## src/rtl/kwdt_pkg.sv

```systemverilog
package kwdt_pkg;

   // register offsets (byte addresses)
   localparam logic [3:0] OFS_COUNT = 4'h0;
   localparam logic [3:0] OFS_CTRL  = 4'h4;
   localparam logic [3:0] OFS_AUX   = 4'h8;

   // write keys
   localparam logic [15:0] KEY_COUNT = 16'h5A5A;
   localparam logic [23:0] KEY_CTRL  = 24'hA5A5A5;

   // control register bit positions
   localparam int CTRL_EN_BIT   = 7;
   localparam int CTRL_BUSY_BIT = 5;
   localparam int CTRL_OVF_BIT  = 4;

   // largest prescaler shift (divide by 4096)
   localparam int MAX_DIV_SHIFT = 12;

   typedef struct packed {
      logic cnt_wr;
      logic ctrl_wr;
      logic aux_wr;
   } wr_strobe_t;

   // log2 of the divisor for each select code
   function automatic int div_shift(input logic [2:0] code);
      case (code)
         3'd0:    return 0;
         3'd1:    return 2;
         3'd2:    return 4;
         3'd3:    return 5;
         3'd4:    return 6;
         3'd5:    return 7;
         3'd6:    return 10;
         default: return 12;
      endcase
   endfunction

endpackage

```

## src/rtl/kwdt_prescaler.sv

```systemverilog
module kwdt_prescaler
   import kwdt_pkg::*;
#(
   parameter int PRESC_W = 12
) (
   input  logic       clk,
   input  logic       rst_n,
   input  logic [2:0] div_sel,
   output logic       tick
);

   generate
      if (PRESC_W < MAX_DIV_SHIFT) begin : g_bad_width
         $error("kwdt_prescaler: PRESC_W too small for the largest divisor");
      end
   endgenerate

   logic [PRESC_W-1:0] presc_q;
   logic [PRESC_W-1:0] mask;

   // low bits that must all be one for a tick
   always_comb begin
      mask = '0;
      for (int i = 0; i < PRESC_W; i++) begin
         mask[i] = (i < div_shift(div_sel));
      end
   end

   assign tick = ((presc_q & mask) == mask);

   always_ff @(posedge clk or negedge rst_n) begin
      if (!rst_n) begin
         presc_q <= '0;
      end else begin
         presc_q <= presc_q + 1'b1;
      end
   end

endmodule

```

## src/rtl/kwdt_regif.sv

```systemverilog
module kwdt_regif
   import kwdt_pkg::*;
#(
   parameter int CNT_W = 16
) (
   input  logic             clk,
   input  logic             rst_n,
   input  logic             bus_wr,
   input  logic [3:0]       bus_addr,
   input  logic [31:0]      bus_wdata,
   output logic [31:0]      bus_rdata,
   output wr_strobe_t       strobe,
   output logic [CNT_W-1:0] cnt_data,
   output logic             ctrl_en_data,
   output logic             ctrl_ovf_data,
   output logic [2:0]       div_sel,
   input  logic [CNT_W-1:0] count_i,
   input  logic             en_i,
   input  logic             busy_i,
   input  logic             ovf_i
);

   generate
      if (CNT_W < 2 || CNT_W > 16) begin : g_bad_cnt
         $error("kwdt_regif: CNT_W must lie between 2 and 16");
      end
   endgenerate

   localparam int PAD_W = 32 - CNT_W;

   logic       cnt_key_ok;
   logic       ctrl_key_ok;
   logic [7:0] aux_q;
   logic [7:0] ctrl_view;

   assign cnt_key_ok  = (bus_wdata[31:16] == KEY_COUNT);
   assign ctrl_key_ok = (bus_wdata[31:8] == KEY_CTRL);

   always_comb begin
      strobe.cnt_wr  = bus_wr && (bus_addr == OFS_COUNT) && cnt_key_ok;
      strobe.ctrl_wr = bus_wr && (bus_addr == OFS_CTRL) && ctrl_key_ok;
      strobe.aux_wr  = bus_wr && (bus_addr == OFS_AUX) && ctrl_key_ok;
   end

   assign cnt_data      = bus_wdata[CNT_W-1:0];
   assign ctrl_en_data  = bus_wdata[CTRL_EN_BIT];
   assign ctrl_ovf_data = bus_wdata[CTRL_OVF_BIT];

   always_ff @(posedge clk or negedge rst_n) begin
      if (!rst_n) begin
         div_sel <= '0;
         aux_q   <= '0;
      end else begin
         if (strobe.ctrl_wr) div_sel <= bus_wdata[2:0];
         if (strobe.aux_wr)  aux_q   <= bus_wdata[7:0];
      end
   end

   always_comb begin
      ctrl_view                = '0;
      ctrl_view[2:0]           = div_sel;
      ctrl_view[CTRL_OVF_BIT]  = ovf_i;
      ctrl_view[CTRL_BUSY_BIT] = busy_i;
      ctrl_view[CTRL_EN_BIT]   = en_i;
   end

   always_comb begin
      case (bus_addr)
         OFS_COUNT: bus_rdata = {{PAD_W{1'b0}}, count_i};
         OFS_CTRL:  bus_rdata = {24'h0, ctrl_view};
         OFS_AUX:   bus_rdata = {24'h0, aux_q};
         default:   bus_rdata = '0;
      endcase
   end

   // a wrong key leaves the auxiliary register untouched
   assert_aux_key_R3: assert property (@(posedge clk) disable iff (!rst_n)
      (bus_wr && bus_addr == OFS_AUX && !ctrl_key_ok) |=> $stable(aux_q));

   // a wrong key leaves the divisor select untouched
   assert_ctrl_key_R3: assert property (@(posedge clk) disable iff (!rst_n)
      (bus_wr && bus_addr == OFS_CTRL && !ctrl_key_ok) |=> $stable(div_sel));

endmodule

```

## src/rtl/kwdt_count_core.sv

```systemverilog
module kwdt_count_core
#(
   parameter int CNT_W      = 16,
   parameter int SYNC_TICKS = 2
) (
   input  logic             clk,
   input  logic             rst_n,
   input  logic             por_n,
   input  logic             tick,
   input  logic             cnt_wr,
   input  logic [CNT_W-1:0] cnt_data,
   input  logic             ctrl_wr,
   input  logic             ctrl_en_data,
   input  logic             ctrl_ovf_data,
   output logic [CNT_W-1:0] count_o,
   output logic             en_o,
   output logic             busy_o,
   output logic             ovf_o,
   output logic             rst_req_o
);

   generate
      if (SYNC_TICKS < 0 || SYNC_TICKS > 255) begin : g_bad_sync
         $error("kwdt_count_core: SYNC_TICKS out of range");
      end
   endgenerate

   logic [CNT_W-1:0] count_q;
   logic             en_q;
   logic             ovf_q;
   logic             rst_req_q;
   logic             busy;
   logic             load;
   logic             run;
   logic             ovf_evt;

   assign load    = cnt_wr && !busy;
   assign run     = tick && en_q && !busy;
   assign ovf_evt = run && (&count_q) && !load;

   // load settling window, counted in prescaled ticks
   generate
      if (SYNC_TICKS == 0) begin : g_no_sync
         assign busy = 1'b0;
      end else begin : g_sync
         localparam int SW = $clog2(SYNC_TICKS + 1);
         logic [SW-1:0] sync_q;
         always_ff @(posedge clk or negedge rst_n) begin
            if (!rst_n) begin
               sync_q <= '0;
            end else if (load) begin
               sync_q <= SW'(SYNC_TICKS);
            end else if (tick && sync_q != '0) begin
               sync_q <= sync_q - 1'b1;
            end
         end
         assign busy = (sync_q != '0);
      end
   endgenerate

   always_ff @(posedge clk or negedge rst_n) begin
      if (!rst_n) begin
         count_q   <= '0;
         en_q      <= 1'b0;
         rst_req_q <= 1'b0;
      end else begin
         rst_req_q <= ovf_evt;
         if (load) begin
            count_q <= cnt_data;
         end else if (run) begin
            count_q <= count_q + 1'b1;
         end
         if (ovf_evt) begin
            en_q <= 1'b0;
         end else if (ctrl_wr) begin
            en_q <= ctrl_en_data;
         end
      end
   end

   // sticky flag: only the power-on reset clears it asynchronously
   always_ff @(posedge clk or negedge por_n) begin
      if (!por_n) begin
         ovf_q <= 1'b0;
      end else if (ovf_evt) begin
         ovf_q <= 1'b1;
      end else if (ctrl_wr && !ctrl_ovf_data) begin
         ovf_q <= 1'b0;
      end
   end

   assign count_o   = count_q;
   assign en_o      = en_q;
   assign busy_o    = busy;
   assign ovf_o     = ovf_q;
   assign rst_req_o = rst_req_q;

   // with enable clear and no load, the counter holds
   assert_hold_off_R6: assert property (@(posedge clk) disable iff (!rst_n)
      (!en_q && !cnt_wr) |=> $stable(count_q));

   // while busy, the counter neither counts nor loads
   assert_busy_hold_R7: assert property (@(posedge clk) disable iff (!rst_n)
      busy |=> $stable(count_q));

   // reset request lasts a single cycle
   assert_req_pulse_R9: assert property (@(posedge clk) disable iff (!rst_n)
      rst_req_q |=> !rst_req_q);

   // a request comes with the flag set, enable off and the counter at zero
   assert_req_state_R9: assert property (@(posedge clk) disable iff (!rst_n)
      rst_req_q |-> (ovf_q && !en_q && count_q == '0));

   // the flag falls only after a clearing control write
   assert_sticky_R10: assert property (@(posedge clk) disable iff (!por_n)
      $fell(ovf_q) |-> $past(ctrl_wr && !ctrl_ovf_data));

   // an accepted load wins over a coinciding overflow
   assert_load_wins_R11: assert property (@(posedge clk) disable iff (!rst_n)
      (cnt_wr && !busy) |=> (count_q == $past(cnt_data) && !rst_req_q));

endmodule

```

## src/rtl/keyed_wdt.sv

```systemverilog
module keyed_wdt
   import kwdt_pkg::*;
#(
   parameter int CNT_W      = 16,
   parameter int PRESC_W    = 12,
   parameter int SYNC_TICKS = 2
) (
   input  logic        clk,
   input  logic        por_n,
   input  logic        sys_rst_n,
   input  logic        bus_wr,
   input  logic [3:0]  bus_addr,
   input  logic [31:0] bus_wdata,
   output logic [31:0] bus_rdata,
   output logic        rst_req
);

   logic             rst_n;
   wr_strobe_t       strobe;
   logic [CNT_W-1:0] cnt_data;
   logic             ctrl_en_data;
   logic             ctrl_ovf_data;
   logic [2:0]       div_sel;
   logic             tick;
   logic [CNT_W-1:0] count;
   logic             en;
   logic             busy;
   logic             ovf;

   assign rst_n = por_n & sys_rst_n;

   kwdt_regif #(.CNT_W(CNT_W)) regif_i (
      .clk           (clk),
      .rst_n         (rst_n),
      .bus_wr        (bus_wr),
      .bus_addr      (bus_addr),
      .bus_wdata     (bus_wdata),
      .bus_rdata     (bus_rdata),
      .strobe        (strobe),
      .cnt_data      (cnt_data),
      .ctrl_en_data  (ctrl_en_data),
      .ctrl_ovf_data (ctrl_ovf_data),
      .div_sel       (div_sel),
      .count_i       (count),
      .en_i          (en),
      .busy_i        (busy),
      .ovf_i         (ovf)
   );

   kwdt_prescaler #(.PRESC_W(PRESC_W)) presc_i (
      .clk     (clk),
      .rst_n   (rst_n),
      .div_sel (div_sel),
      .tick    (tick)
   );

   kwdt_count_core #(.CNT_W(CNT_W), .SYNC_TICKS(SYNC_TICKS)) core_i (
      .clk           (clk),
      .rst_n         (rst_n),
      .por_n         (por_n),
      .tick          (tick),
      .cnt_wr        (strobe.cnt_wr),
      .cnt_data      (cnt_data),
      .ctrl_wr       (strobe.ctrl_wr),
      .ctrl_en_data  (ctrl_en_data),
      .ctrl_ovf_data (ctrl_ovf_data),
      .count_o       (count),
      .en_o          (en),
      .busy_o        (busy),
      .ovf_o         (ovf),
      .rst_req_o     (rst_req)
   );

endmodule

```

## config.mk

```make
export PLATFORM = sky130hd
export DESIGN_NAME = keyed_wdt
export DESIGN_NICKNAME = d
export VERILOG_FILES = /design/src/rtl/kwdt_pkg.sv /design/src/rtl/kwdt_prescaler.sv /design/src/rtl/kwdt_regif.sv /design/src/rtl/kwdt_count_core.sv /design/src/rtl/keyed_wdt.sv
export SDC_FILE = /design/constraint.sdc
export NUM_CORES = 1
export LEC_CHECK = 0
export ABC_AREA = 1
export BUFFER_PORTS_ARGS = -buffer_cell sky130_fd_sc_hd__buf_2
export CORE_AREA = 2 2 84 86
export DETAILED_ROUTE_END_ITERATION = 10
export DIE_AREA = 0 0 86 88
export GPL_ROUTABILITY_DRIVEN = 0
export PLACE_DENSITY = 0.86
export SLEW_MARGIN = 20
export SYNTH_ARGS = -nofsm -noshare
export SYNTH_HDL_FRONTEND = slang
export SYNTH_SLANG_ARGS = --single-unit
```

## constraint.sdc

```tcl
create_clock -name clk -period 1.75 [get_ports clk]
set_input_delay 0.4375 -clock clk [delete_from_list [all_inputs] [get_ports clk]]
set_output_delay 0.4375 -clock clk [all_outputs]
set_load 0.01 [all_outputs]
```

; Yosys cells after proc, flatten, opt, wreduce, memory -nomap -nowiden
; Index checks and enable logic that the tools add are counted.
[totals]
reg_bits = 44
in_bits = 40
output_inout_bits = 33
elab_cells = 70
[classes]
add_sub_neg = 3
n_lt_le_gt_ge = 12
n_eq_ne = 11
n_mux = 10
bitwise_logic = 2
reduce_logical = 24
[op_table]
columns = operator, n
row1 = case mux 16 bit (3 select lines), 1
row2 = two-way mux 16 bit, 2
row3 = case mux 4 bit (7 select lines), 1
row4 = == test 24 bit (second input constant), 1
row5 = adder 16 x 1 -> 16 bit (second input constant), 1
row6 = == test 16 x 15 -> 1 bit (second input constant), 1
row7 = < comparator 3 x 4 -> 1 bit (first input constant), 4
row8 = < comparator 4 bit (first input constant), 4
row9 = AND reduction 16 bit, 1
row10 = logical AND 1 bit, 13
row11 = adder 12 x 1 -> 12 bit (second input constant), 1
row12 = bitwise AND 12 bit, 1
row13 = == test 12 bit, 1
row14 = nonzero test 2 bit, 5
row15 = == test 3 bit (second input constant), 3
row16 = < comparator 1 x 4 -> 1 bit (first input constant), 2
row17 = < comparator 2 x 4 -> 1 bit (first input constant), 2
row18 = == test 3 x 2 -> 1 bit (second input constant), 2
row19 = == test 4 x 3 -> 1 bit (second input constant), 1
row20 = == test 4 bit (second input constant), 1
row21 = logical NOT 4 bit, 1
row22 = two-way mux 1 bit, 4
row23 = two-way mux 2 bit, 2
row24 = == test 3 x 1 -> 1 bit (second input constant), 1
row25 = 4 further kinds, 6

; Depth between registers and ports, before layout
[depth]
depth_word = 10
depth_mapped = 13
mapped_depth_nobuf = 12

; By module
; A second synthesis with hierarchy kept.
[unflattened]
cells_unflattened = 466
hier_area_um2 = 3296.9
[by_module_without_submodules]
columns = mod, n_inst, cells_per_inst, area_per_inst_um2, seq_area_each_um2
row1 = kwdt_count_core, 1, 207, 1453.9, 525.5
row2 = kwdt_regif, 1, 177, 1173.6, 275.3
row3 = kwdt_prescaler, 1, 80, 661.9, 300.3
row4 = keyed_wdt, 1, 2, 7.5, 0.0

; Worst setup path after synthesis
; No wires, ideal clock.
[synth_timing]
path_kind = input port to output port
from = input port bus_addr[1]
to = output port bus_rdata[1]
arrival_time_ns = 1.412
setup_slack_ns = -0.100
cell_stages = 5
path_buffers = 0
path_cell_list = nor2_2 -> inv_1 -> nor3_1 -> nand2_1 -> o211ai_1
[synth_via]
elab_chain_len = 2
elab_cells_between_ends = 4
cone_classes = 2 x eq/ne / 1 x mux / 1 x reduce/logical
[synth_lines]
columns = item, line_no
row1 = start: declaration, keyed_wdt.sv:12  ; input logic [3:0] bus_addr,
row2 = == test 4 bit (tied with other cells), kwdt_regif.sv:68  ; case (bus_addr)
row3 = case mux 16 bit (3 select lines) *, kwdt_regif.sv:68
row4 = end: declaration, keyed_wdt.sv:14  ; output logic [31:0] bus_rdata,
; Every way passes the cells marked *; elsewhere a longest branch is shown, timed or not.

; Worst setup path after layout
[layout_timing]
from = register regif_i.div_sel[1]
to = register core_i.count_q[4] (netlist: core_i.count_o[4])
[layout_via]
elab_chain_len = 8
elab_cells_between_ends = 25
cone_classes = 12 x order compare / 7 x eq/ne / 1 x mux / 1 x bitwise / 4 x reduce/logical
[layout_lines]
columns = item, line_no
row1 = start: declaration, kwdt_regif.sv:16  ; output logic [2:0] div_sel,
row2 = start signal: assignment, kwdt_regif.sv:54  ; if (strobe.ctrl_wr) div_sel <= bus_wdata[2:0];
row3 = == test 3 bit (tied with other cells), kwdt_pkg.sv:28  ; case (code)
row4 = case mux 4 bit (7 select lines) *, kwdt_pkg.sv:28
row5 = < comparator 1 x 4 -> 1 bit (tied with other cells), kwdt_prescaler.sv:25  ; mask[i] = (i < div_shift(div_sel));
row6 = bitwise AND 12 bit, kwdt_prescaler.sv:29  ; assign tick = ((presc_q & mask) == mask);
row7 = == test 12 bit *, kwdt_prescaler.sv:29
row8 = logical AND 1 bit * (2 in a row), kwdt_count_core.sv:38  ; assign run = tick && en_q && !busy;
row9 = nonzero test 2 bit (no source line) *, --
row10 = end signal: assignment, kwdt_count_core.sv:69  ; count_q <= cnt_data;
row11 = end signal: assignment, kwdt_count_core.sv:71  ; count_q <= count_q + 1'b1;
row12 = end: declaration, kwdt_count_core.sv:28  ; logic [CNT_W-1:0] count_q;
; Marks and branches as above.
; A chain may end at the register's enable or synchronous reset.

==> summary.txt <==
Run status
  – Status: complete, but fails checks
  – Failing checks: negative setup slack

Synth
  – Top cell type's share of synthesized area: 33.61%
  – Ys async rst share: 100.0%
  – Most common cell in the netlist: nand2_1
  – Seq/Total Area, Yosys: 33.61%
  – Library cells used by synthesis: 39
  – Cell taking the most area after synthesis: dfrtp_1
  – Main synth FF type: dfrtp_1
  – Gate Count Post-Synth: 466
  – Top post-synthesis cells by count: 117 x nand2_1, 56 x inv_1, 50 x nand3_1
  – Synthesized area: 3276 um^2
  – Syn avg cell area: 7.029 um^2
  – Ranking of synthesized cells by area: dfrtp_1 34%, nand2_1 13%, nand3_1 7.6%
  – Syn. warnings: 0
  – Seq cells post-synth: 44
  – Post-synth EDFFs: 0

Power and ir drop
  – Maximum vdd drop: 0.0004102 V
  – Leakage: 2.342 nW
  – Pwr Total: 2.374 mW
  – Power Density: 535.8 nW/um^2

Route
  – Vias per std cell: 5.544
  – Routed vias: 3626
  – First drt pass iteration count: 5
  – Residual DRC count: 0
  – Detail Route Antenna Nets: 0
  – Routed wire per std cell: 15.83 um
  – DR iter-0 viols: 356
  – WL final: 10350 um

Worst setup path
  – Worst endpoint required time: 1.95 ns
  – CP max FO: 7
  – Endpoint class of the critical path: flip-flop
  – Crit Path Category: reg -> reg
  – CP Launch Type: flip-flop
  – WP data arrival: 2.12 ns

Final layout
  – Ant. Diodes: 0
  – Finished Core Util: 66.69%
  – Fillers: 506
  – Syn-to-layout area delta: 35.26%
  – Final Cell Area: 4431 um^2
  – Layout cells sized above 1: 35.37%
  – Final #Nets: 621

Timing
  – # setup viols final: 29
  – Final max-slew violation count: 0
  – RSZ-0062 raised after global routing: yes
  – Final critical-path required period: 1.915 ns
  – Final count of hold timing violations: 0
  – Final worst slack: -0.1652 ns
  – Setup Skew: 0.008954 ns
  – Final period util: 109.4%
  – Fmax: 522.1 MHz
  – Setup TNS: -3.049 ns

Floorplanning
  – DIE WIDTH: 86 um
  – Initial core utilization: 49.30%
  – Site Rows: 30
  – Die footprint: 7568 um^2
  – Num ports: 73
  – Die H: 88 um
  – Core area: 6644 um^2

Worst hold path
  – Worst min path class: in -> async

Clock network
  – Max Buffers Root-to-Sink: 2
  – Clk sinks: 44
  – H-tree depth: 2
  – Insertion delay to the later sink of the worst-skew pair: 0.31 ns
  – CTS Root Cell: clkbuf_8
  – Clock slew at reported path FFs: 0.09 ns
  – CTS tree: yes
  – Num CTS Buffers: 5

Global routing
  – Met1 Use GR: 30.39%
  – Global-route wire length before repair: 15260 um
  – Vias in the first global route: 3412
  – Overall track demand over capacity in global routing: 25.24%
  – Global-route met2 utilization: 44.40%
  – GR peak layer: met2
  – GR met3 Demand/Resource: 5.184%
  – Initial antenna violation count: 0
  – Pin count of the biggest net entering global routing: 44
  – GRT overflow: 0

Placement
  – Pre-CTS setup slack: -0.2325 ns
  – DP Area: 3864 um^2
  – Post-DP HPWL: 6524 um
  – Number of port buffers: 56

Run
  – Max cap viols: 0
[metrics by stage]
step           hold WS [ns]  instances
3_5_place_dp         0.2329        630
2_1_floorplan        0.1419        481
6_report             0.1979        654
4_1_cts              0.2152        643
5_1_grt              0.2348        654
3_3_place_gp         0.2296        630
[routing by layer]
layer  wire (um)  up-vias
li1            -     1695
met1        4018     1671
met2        5165      220
met3         842       40
met4         323        0
met5           0        -
[registers in the layout (all words and copies together), names as in the netlist]
| name | count |
|---|---|
| core_i.count_o | 16 |
| core_i.en_o | 1 |
| core_i.g_sync.sync_q | 2 |
| core_i.ovf_o | 1 |
| core_i.rst_req_o | 1 |
| presc_i.presc_q | 12 |
| regif_i.aux_q | 8 |
| regif_i.div_sel | 3 |
[critical path: stages, from the launching register on]
cell	delay, ns
dfrtp_2	0.43
inv_2	0.07
ha_4	0.26
inv_2	0.03
nand2_2	0.09
nand2_2	0.06
o21bai_2	0.12
nand3_2	0.09
nand2_2	0.10
nand3_4	0.20
buf_12	0.21
nand3_1	0.07
nand2_1	0.08
[cell families (layout without fill, tap and decap cells)]
group                      count (synthesis)  after routing  synth area share [%]
adders and majority gates                  8              8                 3.056
buffers and inverters                     91            183                 13.25
other                                      1             16                0.1145
and+or+nand+nor                          273            274                 39.88
xor gates and xnor gates                  16             16                 4.278
DFF                                       44             44                 33.61
AOI/OAI and AO/OA                         33             33                 5.806
[placed cells by master, fill, tap and decap left out, types with 3 or more instances in the layout]
master    instances
inv_1            52
nand3_4           4
nor2_4            5
inv_2            10
conb_1           16
dfrtp_1          42
nor2_1           26
nand3_1          37
buf_4            43
buf_2            52
nand2_4           3
buf_6             9
nand2_2          22
buf_12            4
o21ai_1          10
o211ai_1          3
ha_1              4
nand4_1          27
nand3_2          11
nand2_1         105
nand3b_1          3
xor2_1           15
o21ai_0          11
nor3_1           10
nor4_1            4
nor2_2            7
clkbuf_8          5
[report_power, final]
group	internal (mW)	switching, mW	total [mW]
logic	0.292	0.350	0.643
clock network	0.279	0.390	0.669
registers	1.04	0.0206	1.06
total	1.61	0.761	2.37
[path summary, 6_finish.rpt]
kind                       depth (start not counted)                from                  to  slack [ns]
min in group clk                                   3        bus_wdata[3]    regif_i.aux_q[3]        0.37
hold / removal                                     4           sys_rst_n  regif_i.div_sel[2]        0.20
setup / recovery                                  12  regif_i.div_sel[1]   core_i.count_o[4]       -0.17
hold reg to reg                                    1  presc_i.presc_q[9]  presc_i.presc_q[9]        0.47
max in group asynchronous                          5               por_n  presc_i.presc_q[0]        0.74
setup reg to reg                                  12  regif_i.div_sel[1]   core_i.count_o[4]       -0.17
[area by class of cell]
class,instances,area (um^2),area share (%)
clock inverters,3,18.77,0.4236
multi-input cells,347,2085,47.05
inverters,64,240.2,5.422
well taps,80,100.1,2.259
clock buffers,5,68.82,1.553
flip-flops and latches,44,1104,24.91
repair buffers,111,814.5,18.38
[repair_timing]
action | CTS | global route
pin swaps | 9 | 18
endpoints found under the hold margin | 1 | 0
gates resized for setup | 30 | 49
endpoints found under the setup margin | 36 | 38
cloned | 1 | 1
buffers inserted | 3 | 10
hold buffers | 1 | 0
Power figures use the tool's default switching activity.
